<file path="src/rtl/nbr_pkg.sv">
package nbr_pkg;

  localparam int OP_W = 5;

  typedef enum logic [OP_W-1:0] {
    OP_JMP    = 5'd16,
    OP_JCZ    = 5'd17,
    OP_LOOP   = 5'd18,
    OP_LOOPZ  = 5'd19,
    OP_LOOPNZ = 5'd20
  } nbr_op_e;

  // strobes from control to datapath, valid in the start cycle
  typedef struct packed {
    logic capture;
    logic loadTarget;
    logic loadSeq;
    logic raiseFault;
    logic writeCnt;
  } nbr_strobe_t;

endpackage

</file>
<file path="src/rtl/nbr_ctrl.sv">
module nbr_ctrl
  import nbr_pkg::*;
(
  input  logic            clk,
  input  logic            rstN,
  input  logic            start,
  input  logic [OP_W-1:0] opCode,
  input  logic            flagCf,
  input  logic            flagZf,
  input  logic            flagSf,
  input  logic            flagOf,
  input  logic            flagPf,
  input  logic            cntIsZero,
  input  logic            decIsZero,
  input  logic            overLimit,
  output nbr_strobe_t     strobes,
  output logic            done
);

  logic condBase;
  logic condFlag;
  logic isFlagOp;
  logic isLoopOp;
  logic wantBranch;
  logic faultHit;

  // flag condition: upper code bits pick the test, bit 0 inverts
  always_comb begin
    case (opCode[3:1])
      3'd0:    condBase = flagOf;
      3'd1:    condBase = flagCf;
      3'd2:    condBase = flagZf;
      3'd3:    condBase = flagCf | flagZf;
      3'd4:    condBase = flagSf;
      3'd5:    condBase = flagPf;
      3'd6:    condBase = flagSf ^ flagOf;
      default: condBase = flagZf | (flagSf ^ flagOf);
    endcase
    condFlag = condBase ^ opCode[0];
  end

  assign isFlagOp = (opCode[OP_W-1] == 1'b0);

  always_comb begin
    wantBranch = 1'b0;
    isLoopOp   = 1'b0;
    if (isFlagOp) begin
      wantBranch = condFlag;
    end else begin
      case (opCode)
        OP_JMP:    wantBranch = 1'b1;
        OP_JCZ:    wantBranch = cntIsZero;
        OP_LOOP: begin
          isLoopOp   = 1'b1;
          wantBranch = !decIsZero;
        end
        OP_LOOPZ: begin
          isLoopOp   = 1'b1;
          wantBranch = !decIsZero && flagZf;
        end
        OP_LOOPNZ: begin
          isLoopOp   = 1'b1;
          wantBranch = !decIsZero && !flagZf;
        end
        default: begin
          isLoopOp   = 1'b0;
          wantBranch = 1'b0;
        end
      endcase
    end
  end

  assign faultHit = wantBranch && overLimit;

  always_comb begin
    strobes.capture    = start;
    strobes.loadTarget = start && wantBranch && !overLimit;
    strobes.loadSeq    = start && !wantBranch;
    strobes.raiseFault = start && faultHit;
    strobes.writeCnt   = start && isLoopOp && !faultHit;
  end

  always_ff @(posedge clk) begin
    if (!rstN) done <= 1'b0;
    else       done <= start;
  end

endmodule

</file>
<file path="src/rtl/nbr_datapath.sv">
module nbr_datapath
  import nbr_pkg::*;
#(
  parameter int IP_W     = 16,
  parameter int CNT_W    = 32,
  parameter int NARROW_W = 16
) (
  input  logic             clk,
  input  logic             rstN,
  input  nbr_strobe_t      strobes,
  input  logic [IP_W-1:0]  seqIp,
  input  logic [IP_W-1:0]  disp,
  input  logic [CNT_W-1:0] countIn,
  input  logic             addrWide,
  input  logic [IP_W-1:0]  csLimit,
  output logic             cntIsZero,
  output logic             decIsZero,
  output logic             overLimit,
  output logic             taken,
  output logic [IP_W-1:0]  nextIp,
  output logic             gpFault,
  output logic             cntWe,
  output logic [CNT_W-1:0] cntNew
);

  localparam int HIGH_W = CNT_W - NARROW_W;

  logic [IP_W-1:0]     target;
  logic [CNT_W-1:0]    wideDec;
  logic [NARROW_W-1:0] lowDec;
  logic [CNT_W-1:0]    decVal;

  assign target    = seqIp + disp;
  assign overLimit = (target > csLimit);

  assign wideDec = countIn - {{(CNT_W-1){1'b0}}, 1'b1};
  assign lowDec  = countIn[NARROW_W-1:0] - {{(NARROW_W-1){1'b0}}, 1'b1};

  generate
    if (HIGH_W > 0) begin : g_split
      logic [CNT_W-1:0] narrowVal;
      assign narrowVal = {countIn[CNT_W-1:NARROW_W], lowDec};
      assign decVal    = addrWide ? wideDec : narrowVal;
    end else begin : g_flat
      assign decVal = wideDec;
    end
  endgenerate

  assign cntIsZero = addrWide ? (countIn == '0)
                              : (countIn[NARROW_W-1:0] == '0);
  assign decIsZero = addrWide ? (wideDec == '0) : (lowDec == '0);

  always_ff @(posedge clk) begin
    if (!rstN) begin
      taken   <= 1'b0;
      nextIp  <= '0;
      gpFault <= 1'b0;
      cntWe   <= 1'b0;
      cntNew  <= '0;
    end else begin
      cntWe <= strobes.writeCnt;
      if (strobes.writeCnt) cntNew <= decVal;
      if (strobes.capture) begin
        taken   <= strobes.loadTarget;
        gpFault <= strobes.raiseFault;
      end
      if (strobes.loadTarget)   nextIp <= target;
      else if (strobes.loadSeq) nextIp <= seqIp;
    end
  end

endmodule

</file>
<file path="src/rtl/near_branch_resolve.sv">
module near_branch_resolve
  import nbr_pkg::*;
(
  input  logic        clk,
  input  logic        rstN,
  input  logic        start,
  input  logic [4:0]  opCode,
  input  logic        flagCf,
  input  logic        flagZf,
  input  logic        flagSf,
  input  logic        flagOf,
  input  logic        flagPf,
  input  logic [15:0] seqIp,
  input  logic [15:0] disp,
  input  logic [31:0] countIn,
  input  logic        addrWide,
  input  logic [15:0] csLimit,
  output logic        done,
  output logic        taken,
  output logic [15:0] nextIp,
  output logic        gpFault,
  output logic        cntWe,
  output logic [31:0] cntNew
);

  nbr_strobe_t strobes;
  logic cntIsZero;
  logic decIsZero;
  logic overLimit;

  nbr_ctrl i_ctrl (
    .clk(clk), .rstN(rstN), .start(start), .opCode(opCode),
    .flagCf(flagCf), .flagZf(flagZf), .flagSf(flagSf),
    .flagOf(flagOf), .flagPf(flagPf),
    .cntIsZero(cntIsZero), .decIsZero(decIsZero), .overLimit(overLimit),
    .strobes(strobes), .done(done)
  );

  nbr_datapath #(.IP_W(16), .CNT_W(32), .NARROW_W(16)) i_dp (
    .clk(clk), .rstN(rstN), .strobes(strobes),
    .seqIp(seqIp), .disp(disp), .countIn(countIn),
    .addrWide(addrWide), .csLimit(csLimit),
    .cntIsZero(cntIsZero), .decIsZero(decIsZero), .overLimit(overLimit),
    .taken(taken), .nextIp(nextIp), .gpFault(gpFault),
    .cntWe(cntWe), .cntNew(cntNew)
  );

endmodule

</file>
<file path="config.mk">
export PLATFORM = sky130hd
export DESIGN_NAME = near_branch_resolve
export DESIGN_NICKNAME = d
export VERILOG_FILES = /design/src/rtl/nbr_pkg.sv /design/src/rtl/nbr_ctrl.sv /design/src/rtl/nbr_datapath.sv /design/src/rtl/near_branch_resolve.sv
export SDC_FILE = /design/constraint.sdc
export NUM_CORES = 1
export LEC_CHECK = 0
export ABC_AREA = 1
export BUFFER_PORTS_ARGS = -buffer_cell sky130_fd_sc_hd__clkbuf_2
export CORE_MARGIN = 2
export CORE_UTILIZATION = 30
export CTS_CLUSTER_SIZE = 24
export DETAILED_ROUTE_END_ITERATION = 8
export PLACE_DENSITY = 0.55
export SLEW_MARGIN = 20
export SYNTH_ARGS = -nofsm -noshare
export SYNTH_HDL_FRONTEND = slang
export SYNTH_SLANG_ARGS = --single-unit
</file>
<file path="constraint.sdc">
create_clock -name clk -period 4.8 [get_ports clk]
set_input_delay 0.24 -clock clk [delete_from_list [all_inputs] [get_ports clk]]
set_output_delay 0.24 -clock clk [all_outputs]
set_load 0.05 [all_outputs]
</file>
==> flow_metrics.py <==
metrics = {
    "clocking": {
        "htreeDepth": 2,
        "cts_setup_buffers": 0,
        "path_clk_slew_ns": 0.07,
        "clock_latency_ns": 0.29,
        "cts_root_buf": "clkbuf_16",
        "post_cts_resize_count": 0,
        "cts.sinks": 52,
        "holdBufCountCts": 0,
        "cts_tree": "yes",
        "numCtsBuffers": 5,
        "clk_path_buf_depth": 2,
    },
    "logic_synthesis": {
        "yosys_register_bits": 52,
        "synth_edf_count": 0,
        "async_flop_share_pct": 0,
        "yosys-top-cells-count": "194 x nand2_1, 174 x nor2_1, 96 x inv_1",
        "yosysWarnings": 0,
        "synth_top_area_share_pct": 21.3,
        "yosysMostFrequentCell": "nand2_1",
        "yosysTopAreaCell": "dfxtp_1",
        "ys.flop_type": "dfxtp_1",
        "synthTopCellsByArea": "dfxtp_1 21%, nand2_1 15%, nor2_1 13%",
        "synthCells": 804,
        "syn_nets": 932,
        "synth.avg_cell_area_um2": 6.08,
        "syn_area_um2": 4890,
        "ys_seq_area_share_pct": 21.3,
        "synth_cell_type_count": 46,
    },
    "sta": {
        "grt_setup_unrepaired": "false",
        "max_slew.worst_pin.slew_ns": 1.03,
        "finalSetupViolCount": 0,
        "slew_headroom_pct": 31.0,
        "setup-tns-final_ns": 0,
        "finalCriticalPeriod_ns": 3.92,
        "finalCritPeriodShare_pct": 81.8,
        "slew_violations": 0,
        "timing.final.ws_setup_ns": 0.876,
        "hold_viol": 0,
        "max_freq_ghz": 0.255,
        "holdWs_ns": 0.256,
        "finalClockSkew_ns": 0,
    },
    "global_routing": {
        "grt_max_degree": 52,
        "grt_pass1_wl_um": 24200,
        "first_global_vias": 4865,
        "grt_overflow_total": 0,
        "track_usage_pct": 17.0,
        "antenna_found_initial": 0,
    },
    "routing": {
        "drc": 0,
        "finalWirelength_um": 14800,
        "vias": 5179,
        "wire_per_inst_um": 12.8,
        "drt_iter0_drc": 213,
        "ant_nets": 0,
        "vias_per_cell": 4.49,
        "drtPass1Iterations": 4,
    },
    "worst_setup_path": {
        "critPathKind": "in2reg",
        "end_kind": "flop",
        "slowest_delay_ns": 0.35,
        "worstPathArrival_ns": 4.11,
        "start_kind": "input pin",
        "crit_buf_inv": 4,
        "crit_top_cell": "nor2_1",
        "cp.depth": 25,
        "reg2regPathDepth": 3,
        "required_ns": 4.99,
        "cpMaxStageDelayCell": "ha_1",
        "cpLargestDelayFamily": "compound AO/OA/AOI/OAI gates",
        "critPathMaxFanout": 20,
    },
    "placement": {
        "port-buffer-count": 145,
        "pre_cts_ws_ns": 0.570,
        "gp_congestion": 0.903,
        "dpl.hpwl_um": 12200,
    },
    "floorplanning": {
        "num_rows": 46,
        "die_y_um": 132,
        "die_x_um": 132,
        "dieArea_um2": 17300,
        "start_util_pct": 30.8,
        "fp.coreArea_um2": 15900,
        "num_io_pins": 146,
    },
    "power_and_ir_drop": {
        "p_seq_share_pct": 31.8,
        "swShare_pct": 38.6,
        "p_clk_share_pct": 29.3,
        "powerDensity_nw_per_um2": 254,
        "pwr-share-comb_pct": 38.9,
        "leakagePower_nw": 3.15,
        "intPower_uw": 929,
        "ir_worst_vdd_mv": 0.141,
        "switching_power_uw": 584,
    },
    "outcome": {
        "outcome": "complete, no violations",
    },
    "final_layout": {
        "drive_above_1_share_pct": 21.3,
        "nFillCells": 1802,
        "area_growth_pct": 21.9,
        "diodes": 0,
        "multi_input_area_um2": 3330,
        "regArea_um2": 1040,
        "fin_nets": 1064,
    },
    "min_path": {
        "min_path_type": "in2reg",
        "whs_path_depth": 5,
    },
    "flow_run": {
        "drv_cap": 0,
    },
}
-- layout by cell type, fill, tap and decap left out, types with 2 or more instances in the layout --
| cell type | n |
|---|---|
| ha_1 | 33 |
| nor3_1 | 9 |
| xor2_1 | 20 |
| nand3b_1 | 16 |
| inv_2 | 5 |
| nand2_1 | 194 |
| nand4_1 | 24 |
| nor2_4 | 7 |
| clkbuf_8 | 2 |
| nand3_2 | 2 |
| xnor2_1 | 11 |
| inv_1 | 96 |
| clkbuf_2 | 145 |
| nand3_1 | 24 |
| nor2_1 | 174 |
| a21oi_1 | 23 |
| nand2_4 | 6 |
| nor2_2 | 10 |
| o21ai_1 | 16 |
| xor2_2 | 2 |
| buf_4 | 2 |
| clkbuf_16 | 5 |
| o21ai_0 | 29 |
| dfxtp_1 | 52 |
| nand2_2 | 9 |
-- flip-flops by register name, indices dropped and copies added, names as in the netlist --
signal / flops
i_ctrl.done: 1
i_dp.cntNew: 32
i_dp.cntWe: 1
i_dp.gpFault: 1
i_dp.nextIp: 16
i_dp.taken: 1
-- through the flow --
stage	cells	cell area [um^2]	utilization (%)	power, mW
2_1_floorplan	804	4890	-	0.916
3_3_place_gp	1145	5770	36.4	1.08
3_5_place_dp	1145	5770	36.4	1.08
4_1_cts	1153	5960	37.5	1.53
5_1_grt	1153	5960	37.5	1.62
6_report	1153	5960	37.5	1.51
-- worst reg2reg max path, delay by kind of cell, from the launching register on --
family        cells  cell delay [ns]
simple gates      3             0.32
flops             1             0.38
-- cell families (layout without fill, tap and decap cells) --
group,count (synthesis),count (layout),share of synthesized area [%]
buffers and inverters,125,258,10.5
DFF,52,52,21.3
and+or+nand+nor,480,480,44.2
AOI/OAI and AO/OA,80,80,8.96
xor gates and xnor gates,33,33,6.22
adders and majority gates,34,34,8.86
-- power groups by stage --
stage / Clock, mW / Combinational [mW] / Sequential, mW
after floorplan: 0 / 0.327 / 0.589
after global placement: 0 / 0.588 / 0.492
after detailed placement: 0 / 0.589 / 0.491
after CTS: 0.457 / 0.592 / 0.481
after global routing: 0.474 / 0.662 / 0.484
final: 0.443 / 0.589 / 0.481
-- per-layer routing --
layer | up-vias | global-route usage [%] | part of all wire (%)
li1 | 2800 | - | -
met1 | 2249 | 23.3 | 49
met2 | 118 | 28.3 | 45
met3 | 12 | 2.35 | 4.4
met4 | 0 | 3.50 | 0.98
met5 | - | 0 | 0
-- final cells by class --
type | instances | share of cell area (%)
multi-input combinational | 627 | 56.0
sequential | 52 | 17.5
timing repair buffer | 147 | 12.4
inverter | 103 | 6.53
tap | 216 | 4.54
clock buffer | 7 | 2.56
clock inverter | 1 | 0.504
-- path summary, 6_finish.rpt --
| kind | from | endpoint | slack, ns |
|---|---|---|---|
| max | seqIp[2] | i_dp.nextIp[6] | 0.88 |
| min | seqIp[2] | i_dp.nextIp[2] | 0.26 |
| max reg2reg | i_dp.nextIp[15] | i_dp.nextIp[15] | 4.04 |
| min reg2reg | i_dp.cntNew[7] | i_dp.cntNew[7] | 0.48 |
Power figures use the tool's default switching activity.
